File: src/rtl/spi_seq_pkg.sv
package spi_seq_pkg;

   typedef enum logic [2:0] {
      PH_NONE, PH_WR, PH_RD, PH_RCV, PH_DMY, PH_DUP
   } phase_e;

   typedef enum logic [2:0] {
      S_IDLE, S_LOAD, S_H1, S_H2, S_TRAIL
   } seq_state_e;

   // phase occupying slot idx for a given mode code
   function automatic phase_e phase_of(input logic [2:0] mode, input logic [1:0] idx);
      phase_e p0, p1, p2;
      p0 = PH_NONE;
      p1 = PH_NONE;
      p2 = PH_NONE;
      case (mode)
         3'd0: p0 = PH_DUP;
         3'd1: p0 = PH_WR;
         3'd2: p0 = PH_RD;
         3'd3: begin p0 = PH_WR; p1 = PH_RD; end
         3'd4: begin p0 = PH_RD; p1 = PH_WR; end
         3'd5: begin p0 = PH_WR; p1 = PH_DMY; p2 = PH_RD; end
         3'd6: begin p0 = PH_RD; p1 = PH_DMY; p2 = PH_WR; end
         default: p0 = PH_RCV;
      endcase
      case (idx)
         2'd0: return p0;
         2'd1: return p1;
         2'd2: return p2;
         default: return PH_NONE;
      endcase
   endfunction

   function automatic logic takes_tx(input phase_e p);
      return (p == PH_WR) || (p == PH_DUP);
   endfunction

   function automatic logic gives_rx(input phase_e p);
      return (p == PH_RD) || (p == PH_RCV) || (p == PH_DUP);
   endfunction

endpackage

File: src/rtl/spi_seq_halftimer.sv
module spi_seq_halftimer #(
   parameter int DIV_W = 8
) (
   input  logic             clk,
   input  logic             rst_n,
   input  logic             run,
   input  logic [DIV_W-1:0] div,
   output logic             tick
);

   if (DIV_W < 1) begin : g_bad_div
      $error("DIV_W must be at least 1");
   end

   logic [DIV_W-1:0] cnt;

   assign tick = run && (cnt == div);

   always_ff @(posedge clk or negedge rst_n) begin
      if (!rst_n)            cnt <= '0;
      else if (!run || tick) cnt <= '0;
      else                   cnt <= cnt + 1'b1;
   end

   // the half-period counter never passes the divider
   p_cnt_bound_r5: assert property (@(posedge clk) disable iff (!rst_n)
      run |-> (cnt <= div));

   // with a divider above zero, two ticks are never adjacent
   p_tick_spacing_r5: assert property (@(posedge clk) disable iff (!rst_n)
      (tick && div != '0) |=> !tick);

endmodule

File: src/rtl/spi_seq_shifter.sv
module spi_seq_shifter #(
   parameter int BYTE_W = 8
) (
   input  logic              clk,
   input  logic              rst_n,
   input  logic              clear,
   input  logic              load,
   input  logic [BYTE_W-1:0] load_data,
   input  logic              cpha,
   input  logic              lead_edge,
   input  logic              trail_edge,
   input  logic              last_bit,
   input  logic              miso,
   output logic              mosi,
   output logic [BYTE_W-1:0] rx_full
);

   if (BYTE_W < 2) begin : g_bad_byte
      $error("BYTE_W must be at least 2");
   end

   localparam int MSB = BYTE_W - 1;

   logic [BYTE_W-1:0] tx_sh, rx_sh;
   logic              mosi_r;

   assign mosi    = mosi_r;
   assign rx_full = cpha ? {rx_sh[MSB-1:0], miso} : rx_sh;

   always_ff @(posedge clk or negedge rst_n) begin
      if (!rst_n) begin
         tx_sh  <= '0;
         rx_sh  <= '0;
         mosi_r <= 1'b0;
      end else if (clear) begin
         mosi_r <= 1'b0;
      end else if (load) begin
         if (cpha) begin
            tx_sh <= load_data;
         end else begin
            tx_sh  <= load_data << 1;
            mosi_r <= load_data[MSB];
         end
      end else if (lead_edge) begin
         if (cpha) begin
            mosi_r <= tx_sh[MSB];
            tx_sh  <= tx_sh << 1;
         end else begin
            rx_sh <= {rx_sh[MSB-1:0], miso};
         end
      end else if (trail_edge) begin
         if (cpha) begin
            rx_sh <= {rx_sh[MSB-1:0], miso};
         end else if (!last_bit) begin
            mosi_r <= tx_sh[MSB];
            tx_sh  <= tx_sh << 1;
         end
      end
   end

   // a byte load never coincides with an SCK edge
   p_load_apart_r6: assert property (@(posedge clk) disable iff (!rst_n)
      load |-> !(lead_edge || trail_edge));

endmodule

File: src/rtl/spi_phase_seq.sv
module spi_phase_seq
   import spi_seq_pkg::*;
#(
   parameter int DIV_W  = 8,
   parameter int CNT_W  = 10,
   parameter int DMY_W  = 3,
   parameter int BYTE_W = 8
) (
   input  logic              clk,
   input  logic              rst_n,
   input  logic              start,
   input  logic [2:0]        mode,
   input  logic [CNT_W-1:0]  wr_cnt,
   input  logic [CNT_W-1:0]  rd_cnt,
   input  logic [DMY_W-1:0]  dmy_cnt,
   input  logic [DIV_W-1:0]  div,
   input  logic              cpol,
   input  logic              cpha,
   input  logic              tx_valid,
   input  logic [BYTE_W-1:0] tx_data,
   output logic              tx_ready,
   output logic              rx_valid,
   output logic [BYTE_W-1:0] rx_data,
   output logic              sck,
   output logic              mosi,
   input  logic              miso,
   output logic              cs_n,
   output logic              busy,
   output logic              xfer_done,
   output logic              tx_underrun
);

   if (CNT_W < DMY_W) begin : g_bad_cnt
      $error("CNT_W must not be narrower than DMY_W");
   end

   localparam int BIT_W = $clog2(BYTE_W);

   seq_state_e        state;
   logic [2:0]        cfg_mode;
   logic [CNT_W-1:0]  cfg_wr, cfg_rd;
   logic [DMY_W-1:0]  cfg_dmy;
   logic [DIV_W-1:0]  cfg_div;
   logic              cfg_cpol, cfg_cpha;
   logic [1:0]        ph_idx;
   logic [CNT_W-1:0]  byte_cnt, ph_limit;
   logic [BIT_W-1:0]  bit_cnt;
   logic              underrun_q, done_q, rxv_q;
   logic [BYTE_W-1:0] rxd_q, rx_full, fill;
   phase_e            cur_ph, next_ph;
   logic              tick, run, want_tx, stall, last_bit;
   logic              load, lead_edge, trail_edge;

   assign cur_ph  = phase_of(cfg_mode, ph_idx);
   assign next_ph = phase_of(cfg_mode, ph_idx + 2'd1);
   assign want_tx = takes_tx(cur_ph);
   assign stall   = (state == S_LOAD) && want_tx && !tx_valid;
   assign fill    = (cur_ph == PH_RCV) ? {BYTE_W{1'b1}} : '0;
   assign last_bit = (bit_cnt == BIT_W'(BYTE_W - 1));

   always_comb begin
      case (cur_ph)
         PH_RD, PH_RCV: ph_limit = cfg_rd;
         PH_DMY:        ph_limit = CNT_W'(cfg_dmy);
         default:       ph_limit = cfg_wr;
      endcase
   end

   assign run        = (state == S_H1) || (state == S_H2) || (state == S_TRAIL);
   assign load       = (state == S_LOAD) && !stall;
   assign lead_edge  = (state == S_H1) && tick;
   assign trail_edge = (state == S_H2) && tick;

   spi_seq_halftimer #(.DIV_W(DIV_W)) timer_i (
      .clk   (clk),
      .rst_n (rst_n),
      .run   (run),
      .div   (cfg_div),
      .tick  (tick)
   );

   spi_seq_shifter #(.BYTE_W(BYTE_W)) shift_i (
      .clk        (clk),
      .rst_n      (rst_n),
      .clear      (state == S_IDLE),
      .load       (load),
      .load_data  (want_tx ? tx_data : fill),
      .cpha       (cfg_cpha),
      .lead_edge  (lead_edge),
      .trail_edge (trail_edge),
      .last_bit   (last_bit),
      .miso       (miso),
      .mosi       (mosi),
      .rx_full    (rx_full)
   );

   always_ff @(posedge clk or negedge rst_n) begin
      if (!rst_n) begin
         state      <= S_IDLE;
         cfg_mode   <= '0;
         cfg_wr     <= '0;
         cfg_rd     <= '0;
         cfg_dmy    <= '0;
         cfg_div    <= '0;
         cfg_cpol   <= 1'b0;
         cfg_cpha   <= 1'b0;
         ph_idx     <= '0;
         byte_cnt   <= '0;
         bit_cnt    <= '0;
         underrun_q <= 1'b0;
         done_q     <= 1'b0;
         rxv_q      <= 1'b0;
         rxd_q      <= '0;
      end else begin
         done_q <= 1'b0;
         rxv_q  <= 1'b0;
         case (state)
            S_IDLE: begin
               cfg_mode <= mode;
               cfg_wr   <= wr_cnt;
               cfg_rd   <= rd_cnt;
               cfg_dmy  <= dmy_cnt;
               cfg_div  <= div;
               cfg_cpol <= cpol;
               cfg_cpha <= cpha;
               if (start) begin
                  state      <= S_LOAD;
                  ph_idx     <= '0;
                  byte_cnt   <= '0;
                  bit_cnt    <= '0;
                  underrun_q <= 1'b0;
               end
            end
            S_LOAD: begin
               if (stall) underrun_q <= 1'b1;
               else       state      <= S_H1;
            end
            S_H1: if (tick) state <= S_H2;
            S_H2: if (tick) begin
               if (last_bit) begin
                  bit_cnt <= '0;
                  if (gives_rx(cur_ph)) begin
                     rxv_q <= 1'b1;
                     rxd_q <= rx_full;
                  end
                  if (byte_cnt == ph_limit) begin
                     byte_cnt <= '0;
                     if (next_ph != PH_NONE) begin
                        ph_idx <= ph_idx + 2'd1;
                        state  <= S_LOAD;
                     end else begin
                        state <= S_TRAIL;
                     end
                  end else begin
                     byte_cnt <= byte_cnt + 1'b1;
                     state    <= S_LOAD;
                  end
               end else begin
                  bit_cnt <= bit_cnt + 1'b1;
                  state   <= S_H1;
               end
            end
            S_TRAIL: if (tick) begin
               state  <= S_IDLE;
               done_q <= 1'b1;
            end
            default: state <= S_IDLE;
         endcase
      end
   end

   assign tx_ready    = (state == S_LOAD) && want_tx;
   assign rx_valid    = rxv_q;
   assign rx_data     = rxd_q;
   assign sck         = cfg_cpol ^ (state == S_H2);
   assign cs_n        = (state == S_IDLE);
   assign busy        = (state != S_IDLE);
   assign xfer_done   = done_q;
   assign tx_underrun = underrun_q;

   // the end pulse lasts one cycle
   p_done_single_r8: assert property (@(posedge clk) disable iff (!rst_n)
      xfer_done |=> !xfer_done);

   // the end pulse marks the first idle cycle after activity
   p_done_after_busy_r8: assert property (@(posedge clk) disable iff (!rst_n)
      xfer_done |-> (!busy && $past(busy)));

   // a starved write keeps waiting and the flag is raised
   p_stall_hold_r10: assert property (@(posedge clk) disable iff (!rst_n)
      (tx_ready && !tx_valid) |=> (tx_ready && tx_underrun));

   // received bytes are never back to back
   p_rx_gap_r2: assert property (@(posedge clk) disable iff (!rst_n)
      rx_valid |=> !rx_valid);

   // with CPHA=0, MOSI does not move inside the second half of a bit
   p_mosi_hold_r6: assert property (@(posedge clk) disable iff (!rst_n)
      (!cfg_cpha && state == S_H2 && $past(state == S_H2)) |-> $stable(mosi));

endmodule

File: config.mk
export PLATFORM = sky130hd
export DESIGN_NAME = spi_phase_seq
export DESIGN_NICKNAME = d
export VERILOG_FILES = /design/src/rtl/spi_seq_pkg.sv /design/src/rtl/spi_seq_halftimer.sv /design/src/rtl/spi_seq_shifter.sv /design/src/rtl/spi_phase_seq.sv
export SDC_FILE = /design/constraint.sdc
export NUM_CORES = 1
export LEC_CHECK = 0
export BUFFER_PORTS_ARGS = -buffer_cell sky130_fd_sc_hd__buf_2
export CORE_MARGIN = 2
export CORE_UTILIZATION = 50
export CTS_CLUSTER_SIZE = 28
export DETAILED_ROUTE_END_ITERATION = 8
export PLACE_DENSITY = 0.71
export SLEW_MARGIN = 10
export SYNTH_ARGS = -nofsm -noshare
export SYNTH_HDL_FRONTEND = slang
export SYNTH_SLANG_ARGS = --single-unit
File: constraint.sdc
create_clock -name clk -period 3.6 [get_ports clk]
set_input_delay 0.54 -clock clk [delete_from_list [all_inputs] [get_ports clk]]
set_output_delay 0.54 -clock clk [all_outputs]
set_load 0.02 [all_outputs]
==> metrics.md <==
| Metric | Value |
|---|---|
| Async S/R FF share, synth | 1.000 |
| Post-DP HPWL | 8052 um |
| Post-CTS Hold Fix Bufs | 0 |
| Data arrival, critical path | about 3.6 ns |
| PD cells | about 300 mW/mm^2 |
| Placed Cells | 713 |
| Worst Reg2Reg Path Length in Cells | 10 |
| Die height | 104.4 um |
| Final Max Tran Viols | 0 |
| TritonRoute pass-1 iters | 4 |
| WS Path Type | reg -> reg |
| RD Place Congestion | between 0.8 and 0.9 |
| I/O Buffers | 64 |
| #FFs+latches synth | 90 |
| Final Instance Count excl. Fillers | 729 |
| Slew margin rel. | 0.4072 |
| Inserted Clock Buffers | 9 |
| CTS sink cnt | 90 |
| Core ar. | roughly 0.0098 sq mm |
| Via density | ~5.6 |
| Synth top area share | 0.4464 |
| Worst R2R End | byte_cnt[0]$_DFFE_PN0P_ |
| HP Class | in -> async |
| Post-cts repair resize count | 0 |
| Crit-path max FO | 11 |
| Worst clock skew | 0.01265 ns |
| Period utilization | 0.9349 |
| Area contributors post-synth | dfrtp_1, nand2_1, mux2_2 |
| Largest net degree at the start of global routing | 65 |
| Starting DRC count in detailed routing | 259 |
| First-pass GRT wire length | around 19000 um |
| Setup WS post-layout | 0.2343 ns |
| FF-to-FF setup slack | 0.23 ns |
| Largest stage delay, worst path | 0.59 ns |
| Period minus WS final | roughly 3.4 ns |
| # DRC | 0 |
| Crit-path slowest cell | nor4_4 |
| Most numerous cell in the Yosys netlist | nand2_1 |
| Crit-path cells | inv_1 -> ha_1 -> nor2b_1 -> a21oi_2 -> o221a_4 -> a221oi_2 -> xnor2_1 -> nor4_4 -> a21oi_2 -> mux2_2 |
| Final hold violations | 0 |
| Syn_area_per_cell | ~9.5 sq um |
| I/O Pins | 65 |
| Fmax | 297.1 MHz |
| Worst slew pin tran | 0.8893 ns |
| Routed WL | between 10000 and 15000 um |
| CP required | ~3.9 ns |
| Worst setup SP type | flop |
| CTS H-tree depth | 3 |
| Post-route setup TNS | 0 ns |
| Tot GR Track Use | 0.2138 |
| Die Wd | about 100 um |
| Area post-placement | 0.005502 sq mm |
| Number of buffers added for setup after CTS | 0 |
| Post-Syn Area | between 0.005 and 0.006 sq mm |
| DR WL/cell | 15.22 um |
| CP endpoint kind | flop |
| Skew-Pair Late Insertion Delay | 0.36 ns |
| Synth-to-Final Area Change | 12.60% |
| Vias in the first global route | slightly below 4000 |
| CP Launch Point | ph_idx[0]$_DFFE_PN0P_ |
| Outcome | completed |
| Final setup fails | 0 |
| RSZ-0062 raised after global routing | no |
| Overflow after GRT | 0 |
| Cell taking the most area after synthesis | dfrtp_1 |
| Synth top cells by count | nand2_1, dfrtp_1, mux2_2 |
| Syn_nets | 590 |
| Layout cells sized above 1 | 0.2450 |
| Routed Antenna Nets | 0 |
| Initial antenna violation count | 0 |
| Sequential area share after synthesis | 0.4464 |
| Worst r2r src | ph_idx[0]$_DFFE_PN0P_ |
| Dpl ws | 0.3034 ns |
| Cells after synthesis | 530 |
| Antenna cells | 0 |
| CTS Buffer Depth | 2 |
| Top_reg_cell synth | dfrtp_1 |
| Row Count | 36 |
| Leakage | 2.730 nW |
| Max_cap viols | 0 |
| CTS tree | built |
| Root buffer cell | clkbuf_8 |
| Final Instance Area | 0.005680 sq mm |
| Clock-pin slew on the worst setup and hold paths | 0.09 ns |
| Via count | between 4000 and 5000 |
| Number of distinct library cells after synthesis | 62 |
| Die area | 0.01091 sq mm |
| Starting Density | 0.5161 |
| Max IR drop VDD | 0.0002192 V |
| Fin nets | 651 |
| EDFF count, synth | 0 |
| YS warnings | 0 |
| CP most frequent cell | a21oi_2 |
sequential cells by signal, indices dropped and copies added, names as in the netlist:
signal and count:
shift_i.rx_sh 8, cfg_cpol 1, ph_idx 2, state 3, cfg_rd 10, rx_data 8, bit_cnt 3, byte_cnt 10
cfg_cpha 1, cfg_mode 3, timer_i.cnt 8, rx_valid 1, xfer_done 1, shift_i.mosi 1, tx_underrun 1, cfg_dmy 3
cfg_div 8, cfg_wr 10, shift_i.tx_sh 8
cell type report:
cell class	instances	area [sq um]
tap	133	166.4
inverter	14	52.55
sequential	90	2252
clock inverter	6	41.29
clock buffer	10	137.6
fill	875	4094
timing repair buffer	76	412.9
multi-input combinational	400	2618
metal layers:
metal | vias up | part of all wire | track usage
met5 | - | 0 | 0
met4 | 0 | 0.026 | 0.09363
met3 | 22 | 0.051 | 0.02757
met2 | 118 | 0.45 | 0.3231
met1 | 1992 | 0.47 | 0.3079
li1 | 1982 | - | -
where the power goes:
part	total (mW)	internal [mW]	switching [mW]
registers	1.01	1.01	0.000249
logic	0.0554	0.0242	0.0313
clock network	0.636	0.270	0.367
placed cells by master (no fill, tap or decap), types with 4 or more instances in the layout:
| cell | synthesis | routed |
|---|---|---|
| buf_2 | 2 | 63 |
| nand2_1 | 137 | 137 |
| a21oi_1 | 15 | 15 |
| xor2_1 | 16 | 16 |
| o21ai_0 | 6 | 6 |
| nor2b_1 | 4 | 4 |
| inv_1 | 14 | 14 |
| buf_4 | 2 | 13 |
| nor2_1 | 27 | 27 |
| a32oi_1 | 4 | 4 |
| nand3_1 | 14 | 14 |
| nand2b_1 | 10 | 10 |
| a211oi_1 | 7 | 7 |
| dfrtp_1 | 90 | 90 |
| o32ai_1 | 4 | 4 |
| a22o_1 | 5 | 5 |
| a221oi_1 | 11 | 11 |
| o22ai_1 | 4 | 4 |
| ha_1 | 11 | 11 |
| xnor2_1 | 9 | 9 |
| and3_1 | 10 | 10 |
| a21o_1 | 14 | 14 |
| mux2_2 | 34 | 34 |
| clkbuf_8 | 0 | 10 |
cell families after synthesis:
| family | Yosys count | synth area share |
|---|---|---|
| AOI/OAI and AO/OA | 104 | 0.1607 |
| xor gates and xnor gates | 26 | 0.04886 |
| adders and majority gates | 11 | 0.02728 |
| buffers and inverters | 40 | 0.03472 |
| DFF | 90 | 0.4464 |
| muxes | 35 | 0.07887 |
| and+or+nand+nor | 224 | 0.2031 |
worst max-delay path: cells and delay by family, from the launching register on:
family	cells	cell delay (ns)
xor gates and xnor gates	1	0.15
AOI/OAI and AO/OA	4	0.95
DFF	1	0.45
and+or+nand+nor	2	0.88
muxes	1	0.29
buffers and inverters	1	0.15
adders and majority gates	1	0.36
worst max path at each step:
stage	to	depth (start not counted)	slack, ns
final	byte_cnt[0]$_DFFE_PN0P_	10	0.23
after CTS	byte_cnt[0]$_DFFE_PN0P_	10	0.26
after global routing	byte_cnt[0]$_DFFE_PN0P_	10	0.008
after global placement	byte_cnt[0]$_DFFE_PN0P_	10	0.41
after detailed placement	byte_cnt[0]$_DFFE_PN0P_	10	0.30
after floorplan	byte_cnt[0]$_DFFE_PN0P_	12	0.62
per-stage QoR:
step / utilization / power (mW) / hold WS [ns]
floorplan: - / 1.037 / 0.2444
global placement: 0.5629 / 1.087 / 0.4607
detailed placement: 0.5629 / 1.089 / 0.4687
CTS: 0.5812 / 1.724 / 0.2881
global route: 0.5812 / 1.765 / 0.3355
finish: 0.5812 / 1.703 / 0.2676
Power figures use the tool's default switching activity.
